## src/rtl/dbr_pkg.sv

```systemverilog
package dbr_pkg;
  localparam int INST_W = 16;
  localparam int CNT_W  = 2;
  localparam int ADDR_W = INST_W - 1 - CNT_W;
  localparam int BYTE_W = 8;
  localparam int BITC_W = $clog2(INST_W);
  localparam int BIDX_W = $clog2(BYTE_W);

  localparam logic [ADDR_W-1:0] A_CFG   = ADDR_W'('h0000);
  localparam logic [ADDR_W-1:0] A_ID_LO = ADDR_W'('h0002);
  localparam logic [ADDR_W-1:0] A_ID_HI = ADDR_W'('h0003);
  localparam logic [ADDR_W-1:0] A_RBSEL = ADDR_W'('h0004);
  localparam logic [ADDR_W-1:0] A_UPD   = ADDR_W'('h0005);
  localparam logic [ADDR_W-1:0] A_PWR   = ADDR_W'('h0010);

  localparam int PD_FULL = 1;
  localparam int PD_DIG  = 0;

  typedef enum logic [1:0] {PH_IDLE, PH_INST, PH_DATA, PH_DONE} phase_e;

  typedef struct packed {
    logic              rd;
    logic [CNT_W-1:0]  cnt;
    logic [ADDR_W-1:0] addr;
  } inst_t;
endpackage

```

## src/rtl/dbr_sync.sv

```systemverilog
module dbr_sync #(
  parameter int             W       = 1,
  parameter int             STAGES  = 2,
  parameter logic [W-1:0]   RST_VAL = '0
) (
  input  logic         clk,
  input  logic         rst_n,
  input  logic [W-1:0] d_i,
  output logic [W-1:0] q_o
);
  logic [W-1:0] stg [STAGES];

  for (genvar s = 0; s < STAGES; s++) begin : g_stg
    if (s == 0) begin : g_first
      always_ff @(posedge clk or negedge rst_n) begin
        if (!rst_n) stg[s] <= RST_VAL;
        else        stg[s] <= d_i;
      end
    end else begin : g_next
      always_ff @(posedge clk or negedge rst_n) begin
        if (!rst_n) stg[s] <= RST_VAL;
        else        stg[s] <= stg[s-1];
      end
    end
  end

  assign q_o = stg[STAGES-1];
endmodule

```

## src/rtl/dbr_serial.sv

```systemverilog
module dbr_serial
  import dbr_pkg::*;
(
  input  logic              clk,
  input  logic              rst_n,
  input  logic              sclk_s,
  input  logic              csb_s,
  input  logic              sdi_s,
  input  logic              lsb_i,
  input  logic [BYTE_W-1:0] rd_data_i,
  output logic [ADDR_W-1:0] rd_addr_o,
  output logic              wr_en_o,
  output logic [ADDR_W-1:0] wr_addr_o,
  output logic [BYTE_W-1:0] wr_data_o,
  output logic              dout_o,
  output logic              drive_o
);
  phase_e             ph_q, ph_n;
  logic               sclk_d_q;
  logic [INST_W-1:0]  sh_q, sh_n, shifted;
  logic [BITC_W-1:0]  bc_q, bc_n;
  logic               rd_q, rd_n, strm_q, strm_n, lsb_q, lsb_n;
  logic [CNT_W-1:0]   left_q, left_n;
  logic [ADDR_W-1:0]  ad_q, ad_n, ad_step;
  logic               dout_q, dout_n, drv_q, drv_n;
  logic               wen_q, wen_n;
  logic [ADDR_W-1:0]  wad_q, wad_n;
  logic [BYTE_W-1:0]  wdat_q, wdat_n, byte_in;
  logic [BIDX_W-1:0]  bidx;
  logic               rise, fall;
  inst_t              inst;

  assign rise = sclk_s & ~sclk_d_q;
  assign fall = ~sclk_s & sclk_d_q;

  always_comb begin
    shifted = lsb_q ? {sdi_s, sh_q[INST_W-1:1]} : {sh_q[INST_W-2:0], sdi_s};
    byte_in = lsb_q ? shifted[INST_W-1 -: BYTE_W] : shifted[BYTE_W-1:0];
    inst    = inst_t'(shifted);
    ad_step = lsb_q ? ad_q + ADDR_W'(1) : ad_q - ADDR_W'(1);
    bidx    = lsb_q ? bc_q[BIDX_W-1:0]
                    : BIDX_W'(BYTE_W-1) - bc_q[BIDX_W-1:0];
  end

  // next-state logic
  always_comb begin
    ph_n = ph_q;  sh_n = sh_q;  bc_n = bc_q;  rd_n = rd_q;  strm_n = strm_q;
    lsb_n = lsb_q;  left_n = left_q;  ad_n = ad_q;  dout_n = dout_q;
    drv_n = drv_q;  wen_n = 1'b0;  wad_n = wad_q;  wdat_n = wdat_q;
    if (csb_s) begin
      ph_n  = PH_IDLE;
      drv_n = 1'b0;
    end else begin
      unique case (ph_q)
        PH_IDLE: begin
          ph_n  = PH_INST;
          bc_n  = '0;
          lsb_n = lsb_i;
          drv_n = 1'b0;
        end
        PH_INST: if (rise) begin
          sh_n = shifted;
          if (bc_q == BITC_W'(INST_W-1)) begin
            rd_n   = inst.rd;
            left_n = inst.cnt;
            strm_n = &inst.cnt;
            ad_n   = inst.addr;
            bc_n   = '0;
            ph_n   = PH_DATA;
          end else begin
            bc_n = bc_q + BITC_W'(1);
          end
        end
        PH_DATA: begin
          if (rise) begin
            sh_n = shifted;
            if (bc_q == BITC_W'(BYTE_W-1)) begin
              bc_n = '0;
              ad_n = ad_step;
              if (!rd_q) begin
                wen_n  = 1'b1;
                wad_n  = ad_q;
                wdat_n = byte_in;
              end
              if (!strm_q) begin
                if (left_q == '0) begin
                  ph_n  = PH_DONE;
                  drv_n = 1'b0;
                end else begin
                  left_n = left_q - CNT_W'(1);
                end
              end
            end else begin
              bc_n = bc_q + BITC_W'(1);
            end
          end else if (fall && rd_q) begin
            drv_n  = 1'b1;
            dout_n = rd_data_i[bidx];
          end
        end
        default: drv_n = 1'b0;
      endcase
    end
  end

  // registers
  always_ff @(posedge clk or negedge rst_n) begin
    if (!rst_n) begin
      ph_q <= PH_IDLE;  sclk_d_q <= 1'b0;  sh_q <= '0;  bc_q <= '0;
      rd_q <= 1'b0;  strm_q <= 1'b0;  lsb_q <= 1'b0;  left_q <= '0;
      ad_q <= '0;  dout_q <= 1'b0;  drv_q <= 1'b0;  wen_q <= 1'b0;
      wad_q <= '0;  wdat_q <= '0;
    end else begin
      ph_q <= ph_n;  sclk_d_q <= sclk_s;  sh_q <= sh_n;  bc_q <= bc_n;
      rd_q <= rd_n;  strm_q <= strm_n;  lsb_q <= lsb_n;  left_q <= left_n;
      ad_q <= ad_n;  dout_q <= dout_n;  drv_q <= drv_n;  wen_q <= wen_n;
      wad_q <= wad_n;  wdat_q <= wdat_n;
    end
  end

  assign rd_addr_o = ad_q;
  assign wr_en_o   = wen_q;
  assign wr_addr_o = wad_q;
  assign wr_data_o = wdat_q;
  assign dout_o    = dout_q;
  assign drive_o   = drv_q;

  // no drive once the transaction select is released
  p_quiet_deselect_r8: assert property (@(posedge clk) disable iff (!rst_n)
    csb_s |=> !drv_q);
  // one write strobe per completed byte
  p_single_strobe_r3: assert property (@(posedge clk) disable iff (!rst_n)
    wen_q |=> !wen_q);
  // the address moves only when a byte completes
  p_addr_step_r3: assert property (@(posedge clk) disable iff (!rst_n)
    (ph_q == PH_DATA && !rise) |=> $stable(ad_q));
endmodule

```

## src/rtl/dbr_regs.sv

```systemverilog
module dbr_regs
  import dbr_pkg::*;
#(
  parameter logic [2*BYTE_W-1:0] PART_ID = 16'h9B61
) (
  input  logic              clk,
  input  logic              rst_n,
  input  logic [BYTE_W-1:0] strap_i,
  input  logic              upd_s,
  input  logic              wr_en_i,
  input  logic [ADDR_W-1:0] wr_addr_i,
  input  logic [BYTE_W-1:0] wr_data_i,
  input  logic [ADDR_W-1:0] rd_addr_i,
  output logic [BYTE_W-1:0] rd_data_o,
  output logic              lsb_o,
  output logic              sdo_en_o,
  output logic [BYTE_W-1:0] pwr_o,
  output logic              core_en_o,
  output logic              dclk_en_o
);
  logic              booted_q, booted_n;
  logic [BYTE_W-1:0] strap_q, strap_n;
  logic              sdo_q, sdo_n, lsb_q, lsb_n, srst_q, srst_n;
  logic              lsb_eff_q, lsb_eff_n;
  logic              rbsel_q, rbsel_n;
  logic [BYTE_W-1:0] pwr_shd_q, pwr_shd_n, pwr_act_q, pwr_act_n, dflt_val;
  logic              upd_d_q;
  logic              upd_pin, upd_sw, upd_evt, dflt_ld;
  logic              wr_cfg, wr_rb, wr_pwr;
  logic              unused_ro_bits;

  assign unused_ro_bits = ^wr_data_i[4:3];

  always_comb begin
    upd_pin  = upd_s & ~upd_d_q;
    wr_cfg   = wr_en_i && (wr_addr_i == A_CFG);
    wr_rb    = wr_en_i && (wr_addr_i == A_RBSEL);
    wr_pwr   = wr_en_i && (wr_addr_i == A_PWR);
    upd_sw   = wr_en_i && (wr_addr_i == A_UPD) && wr_data_i[0];
    upd_evt  = upd_pin | upd_sw;
    dflt_ld  = ~booted_q | srst_q;
    dflt_val = booted_q ? strap_q : strap_i;
  end

  // next-state logic
  always_comb begin
    booted_n  = 1'b1;
    strap_n   = booted_q ? strap_q : strap_i;
    sdo_n     = sdo_q;
    lsb_n     = lsb_q;
    srst_n    = srst_q;
    lsb_eff_n = lsb_eff_q;
    rbsel_n   = rbsel_q;
    pwr_shd_n = pwr_shd_q;
    pwr_act_n = pwr_act_q;

    if (wr_cfg) begin
      sdo_n  = wr_data_i[0] | wr_data_i[7];
      lsb_n  = wr_data_i[1] | wr_data_i[6];
      srst_n = wr_data_i[2] | wr_data_i[5];
    end

    if (wr_cfg && (wr_data_i[1] | wr_data_i[6])) lsb_eff_n = 1'b1;
    else if (upd_evt)                          lsb_eff_n = lsb_q;

    if (dflt_ld) begin
      rbsel_n   = 1'b0;
      pwr_shd_n = dflt_val;
      pwr_act_n = dflt_val;
    end else begin
      if (wr_rb)   rbsel_n   = wr_data_i[0];
      if (wr_pwr)  pwr_shd_n = wr_data_i;
      if (upd_evt) pwr_act_n = pwr_shd_q;
    end
  end

  // registers
  always_ff @(posedge clk or negedge rst_n) begin
    if (!rst_n) begin
      booted_q <= 1'b0;  strap_q <= '0;  sdo_q <= 1'b0;  lsb_q <= 1'b0;
      srst_q <= 1'b0;  lsb_eff_q <= 1'b0;  rbsel_q <= 1'b0;
      pwr_shd_q <= '0;  pwr_act_q <= '0;  upd_d_q <= 1'b0;
    end else begin
      booted_q <= booted_n;  strap_q <= strap_n;  sdo_q <= sdo_n;
      lsb_q <= lsb_n;  srst_q <= srst_n;  lsb_eff_q <= lsb_eff_n;
      rbsel_q <= rbsel_n;  pwr_shd_q <= pwr_shd_n;  pwr_act_q <= pwr_act_n;
      upd_d_q <= upd_s;
    end
  end

  // read multiplexer
  always_comb begin
    unique case (rd_addr_i)
      A_CFG:   rd_data_o = {sdo_q, lsb_q, srst_q, 1'b1, 1'b1, srst_q, lsb_q, sdo_q};
      A_ID_LO: rd_data_o = PART_ID[BYTE_W-1:0];
      A_ID_HI: rd_data_o = PART_ID[2*BYTE_W-1:BYTE_W];
      A_RBSEL: rd_data_o = {{(BYTE_W-1){1'b0}}, rbsel_q};
      A_PWR:   rd_data_o = rbsel_q ? pwr_shd_q : pwr_act_q;
      default: rd_data_o = '0;
    endcase
  end

  assign lsb_o     = lsb_eff_q;
  assign sdo_en_o  = sdo_q;
  assign pwr_o     = pwr_act_q;
  assign core_en_o = ~pwr_act_q[PD_FULL];
  assign dclk_en_o = ~pwr_act_q[PD_FULL] & ~pwr_act_q[PD_DIG];

  // an update event copies the pending value
  p_update_copy_r6: assert property (@(posedge clk) disable iff (!rst_n)
    (upd_evt && !dflt_ld) |=> pwr_act_q == $past(pwr_shd_q));
  // without update or default load the active copy holds
  p_active_hold_r4: assert property (@(posedge clk) disable iff (!rst_n)
    (!upd_evt && !dflt_ld) |=> $stable(pwr_act_q));
  // a held pin yields a single event
  p_pin_once_r6: assert property (@(posedge clk) disable iff (!rst_n)
    upd_pin |=> !upd_pin);
  // soft reset forces defaults from the latched straps
  p_soft_default_r9: assert property (@(posedge clk) disable iff (!rst_n)
    (booted_q && srst_q) |=> (pwr_act_q == strap_q && pwr_shd_q == strap_q && !rbsel_q));
  // strap values are not resampled after boot
  p_strap_kept_r9: assert property (@(posedge clk) disable iff (!rst_n)
    booted_q |=> $stable(strap_q));
  // return to MSB-first only through an update event
  p_msb_on_update_r7: assert property (@(posedge clk) disable iff (!rst_n)
    $fell(lsb_eff_q) |-> $past(upd_evt));
endmodule

```

## src/rtl/spi_shadow_regbank.sv

```systemverilog
module spi_shadow_regbank
  import dbr_pkg::*;
#(
  parameter logic [2*BYTE_W-1:0] PART_ID     = 16'h9B61,
  parameter int                  SYNC_STAGES = 2
) (
  input  logic              clk,
  input  logic              rst_n,
  input  logic              sclk_i,
  input  logic              csb_i,
  input  logic              sdio_i,
  input  logic              upd_i,
  input  logic [BYTE_W-1:0] strap_i,
  output logic              sdo_o,
  output logic              sdio_oe_o,
  output logic              sdo_oe_o,
  output logic [BYTE_W-1:0] pwr_o,
  output logic              core_en_o,
  output logic              dclk_en_o
);
  localparam int PIN_W = 4;

  logic [1:0]              rst_sr_q;
  logic                    rst_ni;
  logic [PIN_W-1:0]        pins_s;
  logic                    lsb, sdo_en, wr_en, dout, drive;
  logic [ADDR_W-1:0]       rd_addr, wr_addr;
  logic [BYTE_W-1:0]       rd_data, wr_data;

  always_ff @(posedge clk or negedge rst_n) begin
    if (!rst_n) rst_sr_q <= '0;
    else        rst_sr_q <= {rst_sr_q[0], 1'b1};
  end
  assign rst_ni = rst_sr_q[1];

  dbr_sync #(.W(PIN_W), .STAGES(SYNC_STAGES), .RST_VAL(4'b0010)) u_sync (
    .clk(clk), .rst_n(rst_ni),
    .d_i({upd_i, sdio_i, csb_i, sclk_i}), .q_o(pins_s)
  );

  dbr_serial u_serial (
    .clk(clk), .rst_n(rst_ni),
    .sclk_s(pins_s[0]), .csb_s(pins_s[1]), .sdi_s(pins_s[2]),
    .lsb_i(lsb), .rd_data_i(rd_data), .rd_addr_o(rd_addr),
    .wr_en_o(wr_en), .wr_addr_o(wr_addr), .wr_data_o(wr_data),
    .dout_o(dout), .drive_o(drive)
  );

  dbr_regs #(.PART_ID(PART_ID)) u_regs (
    .clk(clk), .rst_n(rst_ni), .strap_i(strap_i), .upd_s(pins_s[3]),
    .wr_en_i(wr_en), .wr_addr_i(wr_addr), .wr_data_i(wr_data),
    .rd_addr_i(rd_addr), .rd_data_o(rd_data),
    .lsb_o(lsb), .sdo_en_o(sdo_en), .pwr_o(pwr_o),
    .core_en_o(core_en_o), .dclk_en_o(dclk_en_o)
  );

  assign sdo_o     = dout;
  assign sdio_oe_o = drive & ~sdo_en;
  assign sdo_oe_o  = drive & sdo_en;

  // the two drive enables never overlap
  p_oe_exclusive_r8: assert property (@(posedge clk) disable iff (!rst_ni)
    !(sdio_oe_o && sdo_oe_o));
endmodule

```

## config.mk

```make
export PLATFORM = sky130hd
export DESIGN_NAME = spi_shadow_regbank
export DESIGN_NICKNAME = d
export VERILOG_FILES = /design/src/rtl/dbr_pkg.sv /design/src/rtl/dbr_sync.sv /design/src/rtl/dbr_serial.sv /design/src/rtl/dbr_regs.sv /design/src/rtl/spi_shadow_regbank.sv
export SDC_FILE = /design/constraint.sdc
export NUM_CORES = 1
export LEC_CHECK = 0
export ABC_AREA = 1
export BUFFER_PORTS_ARGS = -buffer_cell sky130_fd_sc_hd__buf_2
export CAP_MARGIN = 20
export CORE_MARGIN = 1
export CORE_UTILIZATION = 38
export CTS_CLUSTER_DIAMETER = 100
export DETAILED_ROUTE_END_ITERATION = 6
export PLACE_DENSITY = 0.65
export SLEW_MARGIN = 15
export SYNTH_ARGS = -nofsm -noshare
export SYNTH_HDL_FRONTEND = slang
export SYNTH_SLANG_ARGS = --single-unit
```

## constraint.sdc

```tcl
create_clock -name clk -period 3.24 [get_ports clk]
set_clock_uncertainty 0.05 [all_clocks]
set_input_delay 0.648 -clock clk [delete_from_list [all_inputs] [get_ports clk]]
set_output_delay 0.648 -clock clk [all_outputs]
set_load 0.05 [all_outputs]
```

**Yosys cells after proc, flatten, opt, wreduce, memory -nomap -nowiden**

Index checks and enable logic that the tools add are counted.

- Add/subtract/negate cells: 5
- Magnitude comparators: 1
- Equal/unequal tests: 28
- Multiplexer cells: 54
- Bitwise gates (word level): 21
- Reduce and logical (&&, ||, !) cells: 30

Operators by type and width:

| operator | count |
|---|---|
| 13-bit two-way mux | 5 |
| 8-bit two-way mux | 7 |
| 8-bit case mux with 5 select lines | 1 |
| 13-bit by 3-bit equality test with 1-bit output (second input constant) | 3 |
| 13-bit by 2-bit equality test with 1-bit output (second input constant) | 2 |
| 13-bit by 5-bit equality test with 1-bit output (second input constant) | 2 |
| 13-bit zero test | 2 |
| 2-bit two-way mux | 13 |
| 13-bit case mux with 2 select lines | 1 |
| 1-bit two-way mux | 16 |
| 16-bit two-way mux | 1 |
| 4-bit two-way mux | 4 |
| 3-bit by 2-bit inequality test with 1-bit output (second input constant) | 5 |
| 13-bit by 1-bit adder with 13-bit output (second input constant) | 1 |
| 13-bit by 1-bit subtractor with 13-bit output (second input constant) | 1 |
| 4-bit inequality test (second input constant) | 3 |
| 4-bit case mux with 3 select lines | 1 |
| 4-bit AND reduction | 3 |
| 1-bit inverter | 10 |
| 5-bit AND reduction | 2 |
| 2-bit nonzero test | 5 |
| 2-bit by 1-bit inequality test with 1-bit output (second input constant) | 4 |
| 8-bit AND reduction | 1 |
| 1-bit logical AND | 7 |
| 26 further kinds | 39 |

- Bits in registers: 106
- Logic and storage cells: 166

**Longest topological paths before layout**

- Depth after elaboration: 7
- Mapped depth: 14

**By module**

From an unflattened synthesis, not the netlist that was laid out.

- Cell total of the unflattened synthesis: 820
- Area total of the unflattened synthesis: 6103.4 um^2

Modules (own cells, without submodules):

| module | instances | cells each | area each (um^2) |
|---|---|---|---|
| dbr_serial | 1 | 537 | 3917.5 |
| dbr_regs | 1 | 264 | 1881.8 |
| dbr_sync | 1 | 12 | 232.7 |
| spi_shadow_regbank | 1 | 7 | 71.3 |

**Worst setup path before layout**

OpenSTA, ideal clock, no wires.

- Path kind: flip-flop to flip-flop
- From: register u_serial.lsb_q
- To: register u_serial.ad_q[12] (netlist: u_serial.rd_addr_o[12])
- Setup time: 0.120 ns
- Arrival: 2.056 ns
- Setup slack: 1.014 ns
- Stages on the path, launching flop included: 15
- Buffers on the path: 2
- Period minus slack after synthesis: 2.226 ns
- Cells stage by stage: dfrtp_1 -> buf_4 -> inv_1 -> buf_2 -> ha_1 -> nand3_1 -> nand3_1 -> a21oi_1 -> o21ai_2 -> nand2_1 -> nand2_1 -> nand2_1 -> nand2_1 -> o21ai_1 -> nand2_1

- Cells in the longest elaborated chain, start to end: 4

Ends and longest elaborated chain:

| what | line | source |
|---|---|---|
| from (decl) | dbr_serial.sv:22 | `logic rd_q, rd_n, strm_q, strm_n, lsb_q, lsb_n;` |
| from (signal assigned) | dbr_serial.sv:115 | `rd_q <= rd_n; strm_q <= strm_n; lsb_q <= lsb_n; left_q <= left_n;` |
| 13-bit two-way mux or 16-bit two-way mux (tied branches) | dbr_serial.sv:40, dbr_serial.sv:37 |  |
| 13-bit two-way mux, on equally long branches | dbr_serial.sv:77, dbr_serial.sv:63 |  |
| 13-bit two-way mux, on equally long branches | dbr_serial.sv:75, dbr_serial.sv:61 |  |
| 13-bit case mux with 2 select lines (*) | dbr_serial.sv:54 | `unique case (ph_q)` |
| to (signal assigned) | dbr_serial.sv:116 | `ad_q <= ad_n; dout_q <= dout_n; drv_q <= drv_n; wen_q <= wen_n;` |
| to (decl) | dbr_serial.sv:24 | `logic [ADDR_W-1:0] ad_q, ad_n, ad_step;` |

Mark *: on every way between the ends. The rest lies on a longest branch, timed or not. The select of a mux whose other input is x is not followed.
A chain may end at the register's enable or synchronous reset.

**Worst setup path after layout**

- From: register u_serial.ph_q[0]
- To: register u_serial.wad_q[0] (netlist: u_serial.wr_addr_o[0])

- Cells in the longest elaborated chain, start to end: 2

Ends and longest elaborated chain:

| what | line | source |
|---|---|---|
| from (decl) | dbr_serial.sv:18 | `phase_e ph_q, ph_n;` |
| from (signal assigned) | dbr_serial.sv:114 | `ph_q <= ph_n; sclk_d_q <= sclk_s; sh_q <= sh_n; bc_q <= bc_n;` |
| 2-bit equality test | dbr_serial.sv:54 |  |
| 5-bit AND reduction (no line) | n/a |  |
| to (signal assigned) | dbr_serial.sv:117 | `wad_q <= wad_n; wdat_q <= wdat_n;` |
| to (decl) | dbr_serial.sv:27 | `logic [ADDR_W-1:0] wad_q, wad_n;` |

No other way between the ends.

==> qor.txt <==
Final Max Tran Viols: 0
Worst hold slack: 23.35 ps
Die area: 15430 um2
Post-synthesis register bit count: 106
Mapped cell area: 5677 um2
CP startpoint kind: flop
Relative slew slack: 56.95%
Clock sink total: 106
Starting Density: 39.06%
Psw: 2.260 mW
H-tree Lvls: 3
Register area share after synthesis: 46.77%
Core Box Area: 14530 um2
Site Rows: 44
Io pins: 27
R2R Path End: u_serial.wr_addr_o[0]
Mapped Cells: 708
Overflow after GRT: 0
Synth area leaders: dfrtp_1, nand2_1, nand3_1
Sequential share of power: 34.0%
F_max: 394.6 MHz
Critical path endpoint category: flop
Top FF cell, synth: dfrtp_1
Final setup violation count: 0
Via count: 4641
Share of the synthesized area in the top cell type: 45.85%
Reg2Reg Depth: 10
Drt drc: 0
Die Ht: 124.2 um
CP max FO: 23
Final hold vios: 0
Leakage: 3.140 nW
IO buf count: 26
Avg Vias per Cell: 5.034
Switching share of power: 42.47%
CP Data Arrival Time: 2720 ps
Antenna viol nets, final: 0
Yosys cell types: 44
Actual slew at the worst max-slew pin: 645.8 ps
Worst-path clk slew: 70 ps
RSZ-0062 raised after global routing: false
CTS resizes: 0
Final wirelength: 12.67 mm
Share of cells above drive strength 1: 13.14%
Min Tclk post-route: 2534 ps
CTS tree: yes
Ys async rst share: 100.0%
CTS root buf: clkbuf_16
Reg2reg setup slack: 710 ps
Clk pwr share: 22.3%
Area after DPL: 5982 um2
Initial antenna violation count: 0
Clock buffer count from CTS: 9
RD Place Congestion: 0.8819
Die W: 124.2 um
Area Growth Syn to Fin: 11.17%
Worst path required time: 3430 ps
Fillcell total: 1482
Post-DP HPWL: 9.553 mm
Layout Cell Area excl Fill: 6311 um2
Mapped Avg Cell Area: 8.018 um2
MaxCap Viol Count: 0
Vias in the first global route: 4510
Avg WL per Cell: 13.74 um
DR pass1 iterations: 5
Largest net degree at the start of global routing: 57
VDD IR-drop max: 0.5383 mV
Status: completed
Clock buffer depth: 2
First-iteration detailed-routing DRC count: 376
Setup TNS Final: 0 ps
Pwr dens: 843.3 nW/um2
CTS hold repair buffers: 0
First-pass GRT wire length: 22.16 mm
Post-CTS setup buffers: 0
Critical path class: reg2reg
Reg-to-reg startpoint: u_serial.ph_q[0]
Fin crit share: 78.21%
Pint: 3.062 mW
Nets: 765
Combinational power share: 43.7%
Post-synth top area cell: dfrtp_1
Synth Warn #: 0
Antenna Cells: 0
Post-synth EDFFs: 0
Latest clock arrival within the worst-skew pair: 350 ps
GR Util All Layers: 17.58%
Hold Path Class: in2async
[layout make-up]
cell class	instances	area [um2]	share of cell area, %
sequential	106	2659	42.13
multi-input combinational	500	2582	40.92
inverter	82	307.8	4.877
clock buffer	10	239.0	3.787
tap	184	230.2	3.648
timing repair buffer	34	202.7	3.212
clock inverter	6	90.09	1.427
[Yosys cell counts (3+ instances only)]
library cell    n
nor2_2          8
nor2_1         69
buf_2           9
dfrtp_1       104
a21oi_1        47
o211ai_1        7
o21ai_0        31
inv_1          68
a21o_1          3
nand2_1       176
a31oi_1         7
inv_2          14
xor2_1          9
buf_6           4
nand4_1         5
o22ai_1         4
nor3_1          9
nand2_2         5
nand3_1        55
ha_1           17
a21oi_2         4
nor2_4          6
buf_4           4
o21ai_1        12
[layer usage]
layer | vias up | GRT usage, % | share of wire [%] | wire length (um)
met5 | - | 0 | 0 | 0
met4 | 0 | 4.890 | 1.3 | 166
met3 | 15 | 3.147 | 4.3 | 547
met2 | 98 | 27.69 | 45 | 5743
met1 | 2183 | 24.74 | 49 | 6209
li1 | 2345 | - | - | -
[worst max-delay path by stage]
| stage | startpoint | to | slack (ps) | cells past startpoint |
|---|---|---|---|---|
| after detailed placement | u_serial.ph_q[0] | u_serial.wr_data_o[7] | 740 | 10 |
| after CTS | u_serial.ph_q[0] | u_serial.wr_data_o[7] | 710 | 10 |
| after floorplan | rst_sr_q[1] | u_regs.booted_q | 20 | 0 |
| after global routing | u_serial.ph_q[0] | u_serial.wr_data_o[7] | 460 | 10 |
| after global placement | u_serial.ph_q[0] | u_serial.wr_addr_o[8] | 840 | 10 |
| final | u_serial.ph_q[0] | u_serial.wr_addr_o[0] | 710 | 10 |
[placed cells by master (no fill, tap or decap), drive strengths merged, types with 3 or more instances in the layout]
master / instances
clkbuf: 10
a21oi: 51
nor2: 83
buf: 34
o211ai: 7
dfrtp: 104
inv: 82
a31oi: 7
a21o: 3
nand3: 57
o22ai: 5
clkinv: 3
nor3: 9
o21ai: 45
nand2: 181
ha: 17
xor2: 10
nand4: 5
[through the flow]
| stage | total power, mW | worst slack (ps) | cells | utilization, % |
|---|---|---|---|---|
| floorplan | 3.626 | 22.01 | 709 | - |
| global placement | 4.115 | 839.9 | 906 | 41.16 |
| detailed placement | 4.130 | 739.3 | 906 | 41.16 |
| CTS | 5.338 | 707.2 | 922 | 43.42 |
| global route | 5.750 | 464.6 | 922 | 43.42 |
| finish | 5.322 | 705.9 | 922 | 43.42 |
[critical path, stage by stage (launching register included)]
cell and delay, ps:
dfrtp_1 410, inv_1 90, ha_1 530, inv_2 350, nor2_4 210, inv_2 70
nor2_2 110, nand3_2 170, buf_4 270, nand2_1 90, o21ai_1 60
[cells by family after synthesis]
group | share of synthesized area (%)
other | 0.06606
buffers and inverters | 7.802
multiplexers | 0.3747
AND/OR/NAND/NOR | 25.96
adder cells (fa/ha/maj) | 4.100
AO/OA/AOI/OAI | 12.74
XOR/XNOR | 2.182
flip-flops | 46.77
[power by group through the flow]
| stage | clock [mW] | combinational (mW) | sequential [mW] |
|---|---|---|---|
| after floorplan | 0 | 1.81 | 1.82 |
| after global placement | 0 | 2.29 | 1.82 |
| after detailed placement | 0 | 2.30 | 1.83 |
| after CTS | 1.21 | 2.32 | 1.81 |
| after global routing | 1.26 | 2.63 | 1.85 |
| final | 1.19 | 2.33 | 1.81 |
[state kept, by name, summed over array words and instances (netlist names), 8 cells and up]
register,flops
u_regs.pwr_shd_q,8
u_regs.pwr_o,8
u_serial.wr_addr_o,13
u_serial.rd_addr_o,13
u_serial.sh_q,16
u_serial.wr_data_o,8
u_regs.strap_q,8
Note: power is estimated with default switching activity, not from simulation.
